$ cat src/rtl/chain_irq_pkg.sv
package chain_irq_pkg;

    typedef enum logic [1:0] {
        ST_IDLE   = 2'd0,
        ST_DECODE = 2'd1,
        ST_EXEC   = 2'd2
    } acc_state_t;

    typedef enum logic [2:0] {
        KIND_NONE    = 3'd0,
        KIND_SUMMARY = 3'd1,
        KIND_STATUS  = 3'd2,
        KIND_MASK    = 3'd3,
        KIND_LIVE    = 3'd4
    } reg_kind_t;

    localparam int LANE_W = 8;
    localparam int BLK_W  = 3;

    typedef struct packed {
        reg_kind_t        kind;
        logic             mst;
        logic [BLK_W-1:0] blk;
    } reg_sel_t;

endpackage

$ cat src/rtl/chain_addr_decode.sv
module chain_addr_decode
    import chain_irq_pkg::*;
#(
    parameter int ADDR_W  = 10,
    parameter int M0_BASE = 'h130,
    parameter int M1_BASE = 'h1B0,
    parameter int BPM     = 7
) (
    input  logic [ADDR_W-1:0] addr,
    output reg_sel_t          sel
);

    localparam int MASK_OFF = BPM;
    localparam int LIVE_OFF = 2 * BPM;
    localparam int LAST_OFF = 3 * BPM;

    always_comb begin
        int off;
        sel = '{kind: KIND_NONE, mst: 1'b0, blk: '0};
        off = 0;
        for (int m = 0; m < 2; m++) begin
            off = int'(addr) - ((m == 0) ? M0_BASE : M1_BASE);
            if (off == 0) begin
                sel.kind = KIND_SUMMARY;
                sel.mst  = (m != 0);
            end else if (off >= 1 && off <= MASK_OFF) begin
                sel.kind = KIND_STATUS;
                sel.mst  = (m != 0);
                sel.blk  = BLK_W'(off - 1);
            end else if (off > MASK_OFF && off <= LIVE_OFF) begin
                sel.kind = KIND_MASK;
                sel.mst  = (m != 0);
                sel.blk  = BLK_W'(off - MASK_OFF - 1);
            end else if (off > LIVE_OFF && off <= LAST_OFF) begin
                sel.kind = KIND_LIVE;
                sel.mst  = (m != 0);
                sel.blk  = BLK_W'(off - LIVE_OFF - 1);
            end
        end
    end

endmodule

$ cat src/rtl/chain_irq_bank.sv
module chain_irq_bank
    import chain_irq_pkg::*;
#(
    parameter int NBLK  = 14,
    parameter int IDX_W = 4
) (
    input  logic                     clk,
    input  logic                     rst_n,
    input  logic [NBLK*LANE_W-1:0]   irq_in,
    input  logic                     clr_en,
    input  logic                     mask_en,
    input  logic [IDX_W-1:0]         wr_blk,
    input  logic [LANE_W-1:0]        wdata,
    output logic [NBLK*LANE_W-1:0]   pend,
    output logic [NBLK*LANE_W-1:0]   mask_q
);

    for (genvar g = 0; g < NBLK; g++) begin : g_blk
        logic [LANE_W-1:0] lat_q;
        logic [LANE_W-1:0] msk_q;
        logic [LANE_W-1:0] prev_q;
        logic [LANE_W-1:0] cur;
        logic [LANE_W-1:0] rise;
        logic [LANE_W-1:0] kill;
        logic              hit;

        assign cur  = irq_in[g*LANE_W +: LANE_W];
        assign hit  = (wr_blk == IDX_W'(g));
        assign rise = cur & ~prev_q & ~msk_q;
        assign kill = (clr_en && hit) ? wdata : '0;

        always_ff @(posedge clk) begin
            if (!rst_n) begin
                lat_q  <= '0;
                msk_q  <= '1;
                prev_q <= '0;
            end else begin
                prev_q <= cur;
                lat_q  <= (lat_q & ~kill) | rise;
                if (mask_en && hit) begin
                    msk_q <= wdata;
                end
            end
        end

        assign pend[g*LANE_W +: LANE_W]   = lat_q & ~msk_q;
        assign mask_q[g*LANE_W +: LANE_W] = msk_q;
    end

endmodule

$ cat src/rtl/chain_summary.sv
module chain_summary
    import chain_irq_pkg::*;
#(
    parameter int BPM = 7
) (
    input  logic [2*BPM*LANE_W-1:0] pend,
    output logic [LANE_W-1:0]       sum0,
    output logic [LANE_W-1:0]       sum1,
    output logic                    irq_out
);

    localparam int NBLK = 2 * BPM;

    logic [NBLK-1:0] blk_any;

    for (genvar g = 0; g < NBLK; g++) begin : g_any
        assign blk_any[g] = |pend[g*LANE_W +: LANE_W];
    end

    always_comb begin
        sum1          = '0;
        sum1[BPM:1]   = blk_any[NBLK-1:BPM];
        sum0          = '0;
        sum0[BPM:1]   = blk_any[BPM-1:0];
        sum0[0]       = |sum1;
    end

    assign irq_out = |sum0;

endmodule

$ cat src/rtl/chain_irq_aggregator.sv
module chain_irq_aggregator
    import chain_irq_pkg::*;
#(
    parameter int ADDR_W  = 10,
    parameter int M0_BASE = 'h130,
    parameter int M1_BASE = 'h1B0,
    parameter int BPM     = 7
) (
    input  logic                     clk,
    input  logic                     rst_n,
    input  logic [2*BPM*8-1:0]       irq_in,
    input  logic                     req,
    input  logic                     wr_en,
    input  logic [ADDR_W-1:0]        addr,
    input  logic [7:0]               wdata,
    output logic                     ack,
    output logic [7:0]               rdata,
    output logic                     irq_out
);

    localparam int NBLK  = 2 * BPM;
    localparam int NIRQ  = NBLK * LANE_W;
    localparam int IDX_W = $clog2(NBLK);

    acc_state_t          state_q;
    acc_state_t          state_d;
    logic [ADDR_W-1:0]   addr_q;
    logic                we_q;
    logic [LANE_W-1:0]   wdata_q;
    reg_sel_t            sel_comb;
    reg_sel_t            sel_q;
    logic [IDX_W-1:0]    gblk;
    logic                clr_en;
    logic                mask_en;
    logic [NIRQ-1:0]     pend;
    logic [NIRQ-1:0]     mask_all;
    logic [LANE_W-1:0]   sum0;
    logic [LANE_W-1:0]   sum1;
    logic [LANE_W-1:0]   rd_val;
    logic                in_exec;

    // state register
    always_ff @(posedge clk) begin
        if (!rst_n) begin
            state_q <= ST_IDLE;
        end else begin
            state_q <= state_d;
        end
    end

    // next state
    always_comb begin
        state_d = state_q;
        unique case (state_q)
            ST_IDLE:   if (req) state_d = ST_DECODE;
            ST_DECODE: state_d = ST_EXEC;
            ST_EXEC:   state_d = ST_IDLE;
            default:   state_d = ST_IDLE;
        endcase
    end

    // request capture and decode pipeline
    always_ff @(posedge clk) begin
        if (!rst_n) begin
            addr_q  <= '0;
            we_q    <= 1'b0;
            wdata_q <= '0;
            sel_q   <= '{kind: KIND_NONE, mst: 1'b0, blk: '0};
        end else begin
            if (state_q == ST_IDLE && req) begin
                addr_q  <= addr;
                we_q    <= wr_en;
                wdata_q <= wdata;
            end
            if (state_q == ST_DECODE) begin
                sel_q <= sel_comb;
            end
        end
    end

    chain_addr_decode #(
        .ADDR_W  (ADDR_W),
        .M0_BASE (M0_BASE),
        .M1_BASE (M1_BASE),
        .BPM     (BPM)
    ) u_decode (
        .addr (addr_q),
        .sel  (sel_comb)
    );

    assign in_exec = (state_q == ST_EXEC);
    assign gblk    = (sel_q.mst ? IDX_W'(BPM) : IDX_W'(0)) + IDX_W'(sel_q.blk);
    assign clr_en  = in_exec && we_q && (sel_q.kind == KIND_STATUS);
    assign mask_en = in_exec && we_q && (sel_q.kind == KIND_MASK);

    chain_irq_bank #(
        .NBLK  (NBLK),
        .IDX_W (IDX_W)
    ) u_bank (
        .clk     (clk),
        .rst_n   (rst_n),
        .irq_in  (irq_in),
        .clr_en  (clr_en),
        .mask_en (mask_en),
        .wr_blk  (gblk),
        .wdata   (wdata_q),
        .pend    (pend),
        .mask_q  (mask_all)
    );

    chain_summary #(
        .BPM (BPM)
    ) u_summary (
        .pend    (pend),
        .sum0    (sum0),
        .sum1    (sum1),
        .irq_out (irq_out)
    );

    // read data select
    always_comb begin
        rd_val = '0;
        unique case (sel_q.kind)
            KIND_SUMMARY: rd_val = sel_q.mst ? sum1 : sum0;
            KIND_STATUS:  rd_val = pend[int'(gblk)*LANE_W +: LANE_W];
            KIND_MASK:    rd_val = mask_all[int'(gblk)*LANE_W +: LANE_W];
            KIND_LIVE:    rd_val = irq_in[int'(gblk)*LANE_W +: LANE_W];
            default:      rd_val = '0;
        endcase
    end

    // outputs
    always_ff @(posedge clk) begin
        if (!rst_n) begin
            ack   <= 1'b0;
            rdata <= '0;
        end else begin
            ack <= in_exec;
            if (in_exec) begin
                rdata <= we_q ? '0 : rd_val;
            end
        end
    end

endmodule

$ cat config.mk
export PLATFORM = sky130hd
export DESIGN_NAME = chain_irq_aggregator
export DESIGN_NICKNAME = d
export VERILOG_FILES = /design/src/rtl/chain_irq_pkg.sv /design/src/rtl/chain_addr_decode.sv /design/src/rtl/chain_irq_bank.sv /design/src/rtl/chain_summary.sv /design/src/rtl/chain_irq_aggregator.sv
export SDC_FILE = /design/constraint.sdc
export NUM_CORES = 1
export LEC_CHECK = 0
export BUFFER_PORTS_ARGS = -buffer_cell sky130_fd_sc_hd__buf_4
export CAP_MARGIN = 20
export CORE_MARGIN = 2
export CORE_UTILIZATION = 63
export CTS_BUF_LIST = sky130_fd_sc_hd__clkbuf_4 sky130_fd_sc_hd__clkbuf_8
export CTS_CLUSTER_DIAMETER = 80
export DETAILED_ROUTE_END_ITERATION = 12
export PLACE_DENSITY = 0.83
export SETUP_SLACK_MARGIN = 0.15
export SYNTH_ARGS = -nofsm -noshare
export SYNTH_HDL_FRONTEND = slang
export SYNTH_HIERARCHICAL = 1
export SYNTH_SLANG_ARGS = --single-unit
$ cat constraint.sdc
create_clock -name clk -period 3.5 [get_ports clk]
set_clock_uncertainty 0.1 [all_clocks]
set_input_delay 0.7 -clock clk [delete_from_list [all_inputs] [get_ports clk]]
set_output_delay 0.7 -clock clk [all_outputs]
set_load 0.05 [all_outputs]
Word-level counts from Yosys, hierarchy flattened
Index checks and enable logic that the tools add are counted.
- register bits after elaboration: 373
- output and inout port bits: 10
- word-level logic and storage cells: 299
- add/sub/neg operators: 13
- magnitude comparators: 12
- eq/ne operators: 20
- shift operators: 3
- muxes and demuxes: 30
- bitwise logic cells: 112
- reduce and logical (&&, ||, !) cells: 58
- operator list (kind ; count):
    8-bit bitwise AND ; 56
    8-bit inverter ; 42
    112-bit by 8-bit indexed part select with 8-bit output ; 3
    8-bit two-way mux ; 16
    8-bit bitwise OR ; 14
    112-bit OR reduction ; 1
    8-bit OR reduction ; 14
    32-bit zero test ; 2
    56-bit OR reduction ; 1
    7-bit two-way mux ; 6
    1-bit logical AND ; 38
    8-bit case mux with 4 select lines ; 1
    4-bit equality test (second input constant) ; 6
    3-bit by 2-bit subtractor with 3-bit output (second input constant) ; 8
    11-bit by 2-bit greater-or-equal comparator with 1-bit output (second input constant) ; 2
    11-bit by 4-bit greater-than comparator with 1-bit output (second input constant) ; 2
    11-bit by 5-bit greater-than comparator with 1-bit output (second input constant) ; 2
    11-bit by 4-bit <= comparator with 1-bit output (second input constant) ; 2
    11-bit by 5-bit <= comparator with 1-bit output (second input constant) ; 2
    11-bit by 6-bit <= comparator with 1-bit output (second input constant) ; 2
    10-bit by 9-bit subtractor with 11-bit output (second input constant) ; 2
    4-bit by 3-bit equality test with 1-bit output (second input constant) ; 4
    3-bit two-way mux ; 3
    4-bit by 2-bit equality test with 1-bit output (second input constant) ; 2
    14 further kinds ; 17

Depth between registers and ports, before layout
- word-level depth: 11
- mapped depth: 11

Hierarchy
The synthesis kept the hierarchy.
- modules (own cells, without submodules) (module ; times used ; cells each ; area each (um^2) ; sequential area each (um^2)):
    chain_irq_bank ; 1 ; 1352 ; 13274.0 ; 6726.5
    chain_irq_aggregator ; 1 ; 567 ; 4480.5 ; 740.7
    chain_addr_decode ; 1 ; 101 ; 680.7 ; 0.0
    chain_summary ; 1 ; 50 ; 277.8 ; 0.0

Worst setup path before layout
OpenSTA, ideal clock, no wires.
- kind: register to register
- from: register sel_q[3] in the netlist's numbering
- to: register rdata[5]
- setup time: 120 ps
- arrival: 2548 ps
- required time: 3280 ps
- setup slack: 732 ps
- cell stages (with the launch flop): 10
- buffers on the path: 3
- period minus slack after synthesis: 2768 ps
- cells stage by stage: dfxtp_1 ha_1 fa_1 buf_2 clkbuf_1 buf_2 mux4_2 a211oi_1 a31oi_1 o31a_1
- cells in the longest elaborated chain, start to end: 5
- ends and longest elaborated chain (element ; line ; RTL):
    start, declared ; chain_irq_aggregator.sv:31 ; reg_sel_t sel_q;
    start signal, assigned ; chain_irq_aggregator.sv:68 ; sel_q <= '{kind: KIND_NONE, mst: 1'b0, blk: '0};
    start signal, assigned ; chain_irq_aggregator.sv:76 ; sel_q <= sel_comb;
    3-bit two-way mux * ; chain_irq_aggregator.sv:92 ; assign gblk = (sel_q.mst ? IDX_W'(BPM) : IDX_W'(0)) + IDX_W'(sel_q.blk);
    3-bit by 3-bit adder with 4-bit output * ; chain_irq_aggregator.sv:92 ;
    net gblk[1] ; chain_irq_aggregator.sv:32 ; logic [IDX_W-1:0] gblk;
    112-bit by 8-bit indexed part select with 8-bit output (on tied branches) ; chain_irq_aggregator.sv:127, chain_irq_aggregator.sv:125, chain_irq_aggregator.sv:126 ;
    8-bit case mux with 4 select lines * ; chain_irq_aggregator.sv:123 ; unique case (sel_q.kind)
    8-bit two-way mux * ; chain_irq_aggregator.sv:140 ; rdata <= we_q ? '0 : rd_val;
    end signal, assigned ; chain_irq_aggregator.sv:140 ;
    end, declared ; chain_irq_aggregator.sv:17 ; output logic [7:0] rdata,
The timed path passes the listed nets; every way through them passes the cells marked *.
A chain may end at the register's enable or synchronous reset.

Worst setup path in the final report
- from: register u_bank.g_blk[6].msk_q[2]
- to: output port irq_out
- cells in the longest elaborated chain, start to end: 3
- ends and longest elaborated chain (element ; line ; RTL):
    start, declared ; chain_irq_bank.sv:20 ; logic [LANE_W-1:0] msk_q;
    start signal, assigned ; chain_irq_bank.sv:41 ; msk_q <= wdata;
    8-bit inverter ; chain_irq_bank.sv:46 ; assign pend[g*LANE_W +: LANE_W] = lat_q & ~msk_q;
    8-bit bitwise AND ; chain_irq_bank.sv:46 ;
    net pend[50] ; chain_irq_aggregator.sv:35 ; logic [NIRQ-1:0] pend;
    112-bit OR reduction ; chain_summary.sv:28 ; assign irq_out = |sum0;
    end, declared ; chain_irq_aggregator.sv:18 ; output logic irq_out
The timed path passes the listed nets, and every way through them passes these cells.

==> results.cfg <==
[run_status]
status = finished clean

[timing]
rsz0062_at_grt = yes
worstMarginPinSlew_ps = 744
final_max_slew_viol_count = 0
hold_ws_ps = 197
finalHoldViolations = 0
min_period_ps = 3460
setup_viol = 0
fmax_ghz = 0.289
fin_ws_ps = 39.9
min_period_over_period_pct = 98.9
max_slew_margin_pct = 50.4
finalSetupTns_ps = 0

[placement]
io_buffers = 143
gp_congestion = 1.02
dp_hpwl_mm = 45.1
dp_slack_ps = 259
dpl-instance-area_um2 = 20200

[power]
power_density_nw_per_um2 = 416
leakage_nw = 8.54
ir_drop_v = 0.000299

[routing]
routed_wl_mm = 64.3
dr.pass1.iters = 6
num_vias = 17520
drc = 0
vias_per_cell = 6.63
wl_per_cell_um = 24.4
first_iter_violations = 2440
ant_nets = 0

[cts]
numCtsBuffers = 60
clock_tree.root_cell = clkbuf_8
cts_tree = yes
htreeDepth = 2
cts.reportedPaths.clkPinSlew_ps = 60
clock_sinks = 373
clk_latency_ps = 630
cts.path.max_buffers = 3

[grt]
grt_pass1_vias = 16952
grt_first_pass_wirelength_mm = 97.2
grt_usage_pct = 40.7
grt_max_degree = 97
antenna_found_initial = 1
gr-total-overflow = 0

[setup_path]
startpoint_type = register
crit_path_end_kind = output pin
crit_fanout = 4
arrival_ps = 2660
worstSetupPathType = reg -> out
cp.required_ps = 2700

[floorplan]
die_w_um = 176
start_util_pct = 63.5
die_h_um = 176
ios = 144
die_area_um2 = 31100
fp-row-count = 63
coreArea_um2 = 29500

[finish]
antennaDiodeCount = 0
drive_above_1_share_pct = 19.1
fin_util_pct = 73.1
synthToLayoutAreaGrowth_pct = 15.1
design_area_um2 = 21500
nNetsFinal = 2351

[yosys]
yosysWarnings = 6
synth_area_leaders = dfxtp_1, nor2b_1, mux2i_1
synth_common_cells = dfxtp_1, nor2b_1, o21ai_0, mux2i_1, nor2_1
synth.distinct_cells = 78
ys_ff_latch = 373
async_reset_ff_share_pct = 0
syn_area_per_cell_um2 = 9.04
syn-instance-count = 2070
synth_top_area_share_pct = 39.9
ys_seq_area_share_pct = 39.9
synth-edff-count = 0
synthFlopType = dfxtp_1
yosysTopAreaCell = dfxtp_1
syn_nets = 2215
synth.most_common_cell = dfxtp_1
synthesis.area_um2 = 18700

[min_path]
hold_class = in -> reg

[run]
max-cap-violations = 0
==> flip-flops by register name (all words and copies together), names as in the netlist <==
| name | count |
|---|---|
| u_bank/g_blk.lat_q | 112 |
| u_bank/g_blk.msk_q | 112 |
| u_bank/g_blk.prev_q | 112 |
| addr_q | 10 |
| rdata | 8 |
| wdata_q | 8 |
| sel_q | 7 |
| state_q | 2 |
| ack | 1 |
| we_q | 1 |
==> final timing paths <==
kind	startpoint	endpoint	slack, ps	cells after the start
setup reg to reg	sel_q[3]	rdata[1]	280	9
hold / removal	irq_in[61]	u_bank/g_blk[7].prev_q[5]	200	2
setup / recovery	u_bank/g_blk[6].msk_q[2]	irq_out	40	6
hold reg to reg	u_bank/g_blk[12].lat_q[0]	u_bank/g_blk[12].lat_q[0]	380	2
==> layer usage <==
layer / track usage (%) / wire length [µm] / up-vias
met5: 0 / 0 / -
met4: 21.1 / 3620 / 0
met3: 10.4 / 7650 / 258
met2: 63.9 / 28400 / 1121
met1: 51.8 / 24600 / 8410
li1: - / - / 7731
==> layout make-up <==
cell class | instances | area (µm²)
Multi-Input combinational cell | 1539 | 10600
Fill cell | 2256 | 7930
Sequential cell | 373 | 7470
Timing Repair Buffer | 210 | 1660
Clock buffer | 93 | 1170
Tap cell | 390 | 488
Clock inverter | 14 | 100
Inverter | 22 | 86.3
==> worst max-delay path, cell delays in order, from the launching register on <==
cell	delay, ps
dfxtp_1	400
nor2b_1	120
nor4_2	440
nand2_1	210
nor4_1	330
nand4_1	290
buf_6	250
==> cell families after synthesis <==
group                      share of synthesized area [%]
and+or+nand+nor                                     29.7
AOI/OAI and AO/OA                                   15.2
DFF                                                 39.9
muxes                                               10.3
buffers and inverters                               3.98
adders and majority gates                          0.776
xor gates and xnor gates                          0.0936
other                                             0.0200
==> where the power goes <==
group          total (mW)  switching (mW)  internal, mW
clock network        3.97            1.78          2.20
registers            4.40          0.0673          4.33
logic               0.582           0.322         0.260
==> metrics by stage <==
step / total power [mW] / cells
6_report: 8.96 / 2641
3_5_place_dp: 5.05 / 2531
4_1_cts: 8.96 / 2639
5_1_grt: 9.20 / 2641
2_1_floorplan: 4.75 / 2070
3_3_place_gp: 5.04 / 2531
==> placed cells by master, fill, tap and decap left out, types with 5 or more instances in the layout <==
cell type    n
a211o_1      9
a211oi_1    17
a21boi_0    15
a21o_1       9
a21oi_1     65
a221o_1      6
a221oi_1    67
a22o_1       5
a22oi_1      6
a31oi_1     10
and2_1     114
buf_12       6
buf_4      202
clkbuf_4    17
clkbuf_8    76
clkinv_2    11
dfxtp_1    373
ha_1         9
inv_1       20
mux2i_1    134
mux4_2      24
nand2_1     72
nand2b_1    14
nand3_1     25
nand3_2      8
nand3b_1    21
nand4_1      5
nand4_2      5
nor2_1     133
nor2b_1    242
nor3_1      82
nor3_2      25
nor3b_1     98
nor4_1      31
nor4_2       5
o211ai_1    11
o21ai_0    153
o21ai_1     13
o22ai_1      7
or3b_2      23
==> what timing repair did <==
item	CTS	global route
gates resized for setup	5	5
setup buffers	1	2
pin swaps	4	2
hold endpoints to repair	0	0
hold buffers	0	0
endpoints found under the setup margin	1	4
No activity file was read; power rests on OpenSTA's default activity.
